**src/rtl/s7_pkg.sv**
```systemverilog
package s7_pkg;

  localparam int DEF_LANES = 4;
  localparam int DEF_SLICE = 7;
  localparam logic [DEF_SLICE-1:0] DEF_CLK_PATTERN = 7'b1100011;

  // next slot index of a modulo-slice counter
  function automatic int next_slot(input int cur, input int slice);
    return (cur >= slice - 1) ? 0 : cur + 1;
  endfunction

  // position of the lowest bit of a lane's group within the pixel word
  function automatic int slice_lsb(input int lane, input int slice);
    return lane * slice;
  endfunction

endpackage

```
**src/rtl/s7_slot_counter.sv**
```systemverilog
module s7_slot_counter #(
  parameter int SLICE = s7_pkg::DEF_SLICE
) (
  input  logic                       clk,
  input  logic                       pwdn_n,
  output logic [$clog2(SLICE)-1:0]   slot,
  output logic                       load_stb
);

  localparam int CW = $clog2(SLICE);
  localparam logic [CW-1:0] LAST = CW'(SLICE - 1);

  always_ff @(posedge clk or negedge pwdn_n) begin
    if (!pwdn_n) slot <= '0;
    else         slot <= CW'(s7_pkg::next_slot(int'(slot), SLICE));
  end

  // strobe on the final bit slot of each pixel period
  assign load_stb = (slot == LAST);

  p_slot_wrap_r3: assert property (@(posedge clk) disable iff (!pwdn_n)
    load_stb |=> slot == '0);

  p_slot_step_r3: assert property (@(posedge clk) disable iff (!pwdn_n)
    !load_stb |=> slot == $past(slot) + 1'b1);

endmodule

```
**src/rtl/s7_edge_stage.sv**
```systemverilog
module s7_edge_stage #(
  parameter int DW = s7_pkg::DEF_LANES * s7_pkg::DEF_SLICE
) (
  input  logic          clk,
  input  logic          pwdn_n,
  input  logic          pix_clk,
  input  logic          edge_sel,
  input  logic [DW-1:0] din,
  output logic [DW-1:0] stage,
  output logic          have_word,
  output logic          cap_stb
);

  logic pix_q;
  logic primed;
  logic pix_rise;
  logic pix_fall;

  // primed stops a false edge on the first cycle after power-down release
  assign pix_rise = primed &  pix_clk & ~pix_q;
  assign pix_fall = primed & ~pix_clk &  pix_q;
  assign cap_stb  = edge_sel ? pix_rise : pix_fall;

  always_ff @(posedge clk or negedge pwdn_n) begin
    if (!pwdn_n) begin
      pix_q     <= 1'b0;
      primed    <= 1'b0;
      stage     <= '0;
      have_word <= 1'b0;
    end else begin
      pix_q  <= pix_clk;
      primed <= 1'b1;
      if (cap_stb) begin
        stage     <= din;
        have_word <= 1'b1;
      end
    end
  end

  p_capture_r2: assert property (@(posedge clk) disable iff (!pwdn_n)
    cap_stb |=> stage == $past(din));

  p_edge_level_r2: assert property (@(posedge clk) disable iff (!pwdn_n)
    cap_stb |-> pix_clk == edge_sel);

  p_hold_r7: assert property (@(posedge clk) disable iff (!pwdn_n)
    !cap_stb |=> $stable(stage));

endmodule

```
**src/rtl/s7_lane_shift.sv**
```systemverilog
module s7_lane_shift #(
  parameter int SLICE = s7_pkg::DEF_SLICE
) (
  input  logic             clk,
  input  logic             pwdn_n,
  input  logic             load,
  input  logic [SLICE-1:0] par,
  output logic             ser
);

  logic [SLICE-1:0] sh;

  always_ff @(posedge clk or negedge pwdn_n) begin
    if (!pwdn_n)   sh <= '0;
    else if (load) sh <= par;
    else           sh <= {sh[SLICE-2:0], 1'b0};
  end

  // highest bit of the slice leaves first
  assign ser = sh[SLICE-1];

  p_load_r8: assert property (@(posedge clk) disable iff (!pwdn_n)
    load |=> sh == $past(par));

  p_shift_r3: assert property (@(posedge clk) disable iff (!pwdn_n)
    !load |=> sh == {$past(sh[SLICE-2:0]), 1'b0});

endmodule

```
**src/rtl/s7_video_serializer.sv**
```systemverilog
module s7_video_serializer #(
  parameter int LANES = s7_pkg::DEF_LANES,
  parameter int SLICE = s7_pkg::DEF_SLICE,
  parameter logic [SLICE-1:0] CLK_PATTERN = s7_pkg::DEF_CLK_PATTERN,
  localparam int DW = LANES * SLICE
) (
  input  logic             bit_clk,
  input  logic             pwdn_n,
  input  logic             pix_clk,
  input  logic             edge_sel,
  input  logic [DW-1:0]    pix_data,
  output logic [LANES-1:0] lane_out,
  output logic             clk_lane_out
);

  localparam int CW = $clog2(SLICE);

  logic [CW-1:0]    slot;
  logic             load_stb;
  logic [DW-1:0]    stage;
  logic             have_word;
  logic             cap_stb;
  logic             active;
  logic [LANES-1:0] lane_ser;
  logic             clk_ser;
  logic [SLICE-1:0] clk_par;

  s7_slot_counter #(.SLICE(SLICE)) u_slot (
    .clk(bit_clk), .pwdn_n(pwdn_n), .slot(slot), .load_stb(load_stb)
  );

  s7_edge_stage #(.DW(DW)) u_stage (
    .clk(bit_clk), .pwdn_n(pwdn_n), .pix_clk(pix_clk), .edge_sel(edge_sel),
    .din(pix_data), .stage(stage), .have_word(have_word), .cap_stb(cap_stb)
  );

  for (genvar l = 0; l < LANES; l++) begin : g_lane
    logic [SLICE-1:0] par;
    assign par = have_word ? stage[s7_pkg::slice_lsb(l, SLICE) +: SLICE] : '0;

    s7_lane_shift #(.SLICE(SLICE)) u_sh (
      .clk(bit_clk), .pwdn_n(pwdn_n), .load(load_stb), .par(par), .ser(lane_ser[l])
    );

    assign lane_out[l] = pwdn_n & active & lane_ser[l];
  end

  assign clk_par = have_word ? CLK_PATTERN : '0;

  s7_lane_shift #(.SLICE(SLICE)) u_clk_sh (
    .clk(bit_clk), .pwdn_n(pwdn_n), .load(load_stb), .par(clk_par), .ser(clk_ser)
  );

  assign clk_lane_out = pwdn_n & active & clk_ser;

  // output opens only at a word boundary with a staged word
  always_ff @(posedge bit_clk or negedge pwdn_n) begin
    if (!pwdn_n)       active <= 1'b0;
    else if (load_stb) active <= have_word;
  end

  p_idle_r6: assert property (@(posedge bit_clk) disable iff (!pwdn_n)
    !active |-> (lane_out == '0 && !clk_lane_out));

  p_start_boundary_r6: assert property (@(posedge bit_clk) disable iff (!pwdn_n)
    $rose(active) |-> $past(load_stb));

  p_clk_first_hi_r4: assert property (@(posedge bit_clk) disable iff (!pwdn_n)
    (active && slot == '0) |-> clk_lane_out);

  p_clk_mid_lo_r4: assert property (@(posedge bit_clk) disable iff (!pwdn_n)
    (active && slot == CW'(2)) |-> !clk_lane_out);

  p_load_after_cap_r8: assert property (@(posedge bit_clk) disable iff (!pwdn_n)
    (load_stb && cap_stb) |=> have_word);

endmodule

```
**config.mk**
```make
export PLATFORM = sky130hd
export DESIGN_NAME = s7_video_serializer
export DESIGN_NICKNAME = d
export VERILOG_FILES = /design/src/rtl/s7_pkg.sv /design/src/rtl/s7_slot_counter.sv /design/src/rtl/s7_edge_stage.sv /design/src/rtl/s7_lane_shift.sv /design/src/rtl/s7_video_serializer.sv
export SDC_FILE = /design/constraint.sdc
export NUM_CORES = 1
export LEC_CHECK = 0
export BUFFER_PORTS_ARGS = -buffer_cell sky130_fd_sc_hd__buf_2
export CAP_MARGIN = 15
export CORE_MARGIN = 1
export CORE_UTILIZATION = 45
export DETAILED_ROUTE_END_ITERATION = 7
export GPL_ROUTABILITY_DRIVEN = 0
export RECOVER_POWER = 25
export SLEW_MARGIN = 10
export SYNTH_ARGS = -nofsm -noshare
export SYNTH_HDL_FRONTEND = slang
export SYNTH_SLANG_ARGS = --single-unit
```
**constraint.sdc**
```tcl
create_clock -name bit_clk -period 3.2 [get_ports bit_clk]
set_input_delay 0.32 -clock bit_clk [delete_from_list [all_inputs] [get_ports bit_clk]]
set_output_delay 0.32 -clock bit_clk [all_outputs]
set_load 0.05 [all_outputs]
```
==> key figures <==
Global route
  – Antenna violations before repair: 0
  – Met1 track demand over resource: 20.17%
  – Pin count of the biggest net entering global routing: 58
  – Number of global-route vias before repair: 1656
  – Met3 Track Usage GR: 3.793%
  – Global-route wire length before repair: 7576 µm
  – GR Layer Usage met2: 25.60%
  – Total GRT Usage: 16.35%
  – Global-route layer with the greatest usage: met2
  – Remaining global-route overflow: 0

STA
  – Final Max Slew Viols: 0
  – Worst clock skew: 0.004978 ns
  – Slew @ Worst Pin: 1.340 ns
  – Final hold violations: 0
  – Share of the cycle needed by the critical path after routing: 60.28%
  – Unrepaired setup endpoints after global routing: no
  – Aggregate negative setup slack: 0 ns
  – Worst Setup Slack, final: 1.271 ns
  – Time the final worst path needs with I/O delays and setup: 1.929 ns
  – Headroom to the max-slew limit: 10.69%
  – Number of endpoints failing setup at the final stage: 0
  – Achievable Freq: 518.4 MHz

Finish
  – Filler cells: 496
  – Number of nets in the final layout: 294
  – Fraction of final layout cells sized beyond drive strength 1: 29.55%
  – Sequential standard cell area: 0.001752 mm²
  – P&R area growth vs syn: 14.10%
  – Antenna cells: 0
  – Area occupied by multi-input gates: 854.6 µm²

Clock network
  – H-tree levels: 3
  – Sinks on the clock net: 70
  – Cell at the root of the clock tree: sky130_fd_sc_hd__clkbuf_8
  – Clock tree from TritonCTS: built
  – Buffers from clock root to sink, at most: 2
  – Clock latency at the later pin of the worst-skew pair: 0.33 ns
  – Clock input transition at the sequential cells of the worst setup and hold paths: 0.07 ns
  – Post-cts gate resize count: 0
  – Number of clock buffers inserted by TritonCTS: 9

Status
  – Run status: complete, no violations

Yosys
  – Most frequent cell after synthesis: sky130_fd_sc_hd__dfrtp_1
  – Number of library cell types mapped by synthesis: 21
  – Commonest cells post-synth: sky130_fd_sc_hd__dfrtp_1, sky130_fd_sc_hd__nand2_1, sky130_fd_sc_hd__nand3_1
  – Cell area after technology mapping: 0.002689 mm²
  – Average cell area after synthesis: 12.17 µm²
  – Seq cells post-synth: 70
  – Library cell with the largest summed area after synthesis: sky130_fd_sc_hd__dfrtp_1
  – Cell types with the largest area share after synthesis: sky130_fd_sc_hd__dfrtp_1, sky130_fd_sc_hd__nand2_1, sky130_fd_sc_hd__mux2_2, sky130_fd_sc_hd__mux2_4, sky130_fd_sc_hd__nand3_1
  – Top cell type's share of synthesized area: 65.15%
  – Yosys synthesis warning count: 0
  – Synthesized Nets: 255
  – Part of the Yosys area used for sequential elements: 65.15%
  – Number of flops mapped to enable cells by yosys: 0
  – Mapped Cells: 221
  – Commonest register cell after synthesis: sky130_fd_sc_hd__dfrtp_1
  – Post-synthesis async set-or-reset flop share: 100.0%

Floorplanning
  – Die outline area: 0.006288 mm²
  – Die Width: 79.30 µm
  – Die Ht: 79.30 µm
  – Floorplan row count: 27
  – Core area: 0.005642 mm²
  – Initial core utilization: 47.66%
  – I/O pins: 37

Route
  – Average detailed-routed wire length per instance: 12.50 µm
  – DRC violations left: 0
  – Total number of vias: 1634
  – Total iterations of the first detailed-routing run: 4
  – DR vias/cell: 4.863
  – Wire length after detailed routing: 4201 µm
  – Count of nets left with antenna violations after detail routing: 0
  – First DRT Iteration DRCs: 95

Min path
  – Hold Crit Class: primary input to flip-flop
  – Worst hold path depth: 1
  – Worst hold path endpoint: u_stage.pix_q
  – Startpoint of the most critical hold path: pix_clk

Power
  – Pwr Density: 623.9 mW/mm²
  – Maximum vdd ir drop: 303.3 µV
  – Static Leak: 1.544 nW

Critical path
  – Worst path arrival time: 2.15 ns
  – Worst-case register-to-register setup slack: 1.45 ns
  – Endpoint required time on the critical path: 3.42 ns
  – Worst Path Class, Setup: primary input to asynchronous set/reset pin
  – Path depth of the worst reg2reg path: 4
  – Max FO, Critical Path: 57
  – Capturing element type of the critical path: asynchronous set/reset pin
  – Critical R2R Capture: u_clk_sh.sh[2]
  – Startpoint of the worst-slack reg-to-reg timing path: u_slot.slot[0]
  – Critical path launch point type: primary input

Placement
  – Number of I/O port buffers: 36
  – Final HPWL from detailed placement: 2593 µm
  – Worst slack, placed: 1.443 ns

Run
  – Number of max-cap violations: 0
-- flip-flops by register name, indices dropped and copies added (netlist names) --
name and flops:
g_lane.u_sh.sh 28, u_stage.stage 28, u_clk_sh.sh 7, u_slot.slot 3
active 1, u_stage.have_word 1, u_stage.pix_q 1, u_stage.primed 1
-- routing by layer --
layer | up-vias | share of wire (%)
met5 | - | 0
met4 | 0 | 2.5
met3 | 9 | 3.3
met2 | 32 | 47
met1 | 793 | 47
li1 | 800 | -
-- critical path, cell delays in order --
cell	delay [ns]
sky130_fd_sc_hd__dlygate4sd3_1	0.52
sky130_fd_sc_hd__buf_4	0.24
sky130_fd_sc_hd__clkbuf_2	1.04
-- stage by stage --
step / instances / power, mW / area [µm²] / util [%] / hold slack [ns]
after floorplan: 221 / 1.290 / 2689 / - / 0.02441
after global placement: 320 / 1.360 / 2913 / 51.63 / 0.1944
after detailed placement: 320 / 1.372 / 2913 / 51.63 / 0.1969
after CTS: 336 / 1.946 / 3072 / 54.45 / 0.1040
after global routing: 336 / 2.022 / 3068 / 54.38 / 0.1399
final: 336 / 1.914 / 3068 / 54.38 / 0.1389
-- cells by family after synthesis --
kind of cell    count (synthesis)  synth area share [%]
buf+inv                        15                 3.071
mux                            28                 12.98
compound gates                  1                0.1860
other cells                     1                0.1395
flops                          70                 65.15
simple gates                  104                 17.54
fa+ha+maj                       2                0.9305
-- power breakdown --
group	total [mW]	switching (mW)	internal, mW
sequential	1.11	0.0651	1.05
clock	0.565	0.289	0.276
combinational	0.237	0.112	0.125
total	1.91	0.466	1.45
-- worst max-delay path by stage --
stage | from | cells past startpoint | to
after floorplan | u_stage.pix_q | 5 | u_stage.stage[10]
after global placement | u_slot.slot[0] | 4 | u_clk_sh.sh[4]
after detailed placement | u_slot.slot[0] | 4 | u_clk_sh.sh[2]
after CTS | pwdn_n | 4 | clk_lane_out
after global routing | pwdn_n | 3 | g_lane[3].u_sh.sh[2]
final | pwdn_n | 3 | g_lane[3].u_sh.sh[2]
-- placed cells by master, fill, tap and decap left out --
cell type,count
sky130_fd_sc_hd__nor2b_1,1
sky130_fd_sc_hd__dlygate4sd3_1,1
sky130_fd_sc_hd__o21ai_0,1
sky130_fd_sc_hd__or2_2,1
sky130_fd_sc_hd__nand4bb_1,1
sky130_fd_sc_hd__buf_4,3
sky130_fd_sc_hd__dfrtp_1,70
sky130_fd_sc_hd__clkinv_2,2
sky130_fd_sc_hd__nand3_1,25
sky130_fd_sc_hd__nor2_1,3
sky130_fd_sc_hd__inv_1,3
sky130_fd_sc_hd__clkbuf_2,1
sky130_fd_sc_hd__clkbuf_1,5
sky130_fd_sc_hd__and2_1,4
sky130_fd_sc_hd__clkbuf_8,9
sky130_fd_sc_hd__mux2_4,9
sky130_fd_sc_hd__ha_1,2
sky130_fd_sc_hd__nand2_1,59
sky130_fd_sc_hd__buf_2,34
sky130_fd_sc_hd__nand4b_1,1
sky130_fd_sc_hd__and3_1,9
sky130_fd_sc_hd__mux2_2,19
sky130_fd_sc_hd__conb_1,1
-- repair_timing --
action | in CTS | in global routing
setup buffers | 0 | 0
hold buffers | 1 | 0
endpoints found under the hold margin | 13 | 0
-- cell type report --
type / count / area share (%)
sequential: 70 / 57.10
inverter: 3 / 0.3670
timing repair buffer: 40 / 6.892
clock inverter: 2 / 0.3263
tap: 72 / 2.936
clock buffer: 13 / 4.527
multi-input combinational: 136 / 27.85
(Power assumes the default switching activity.)
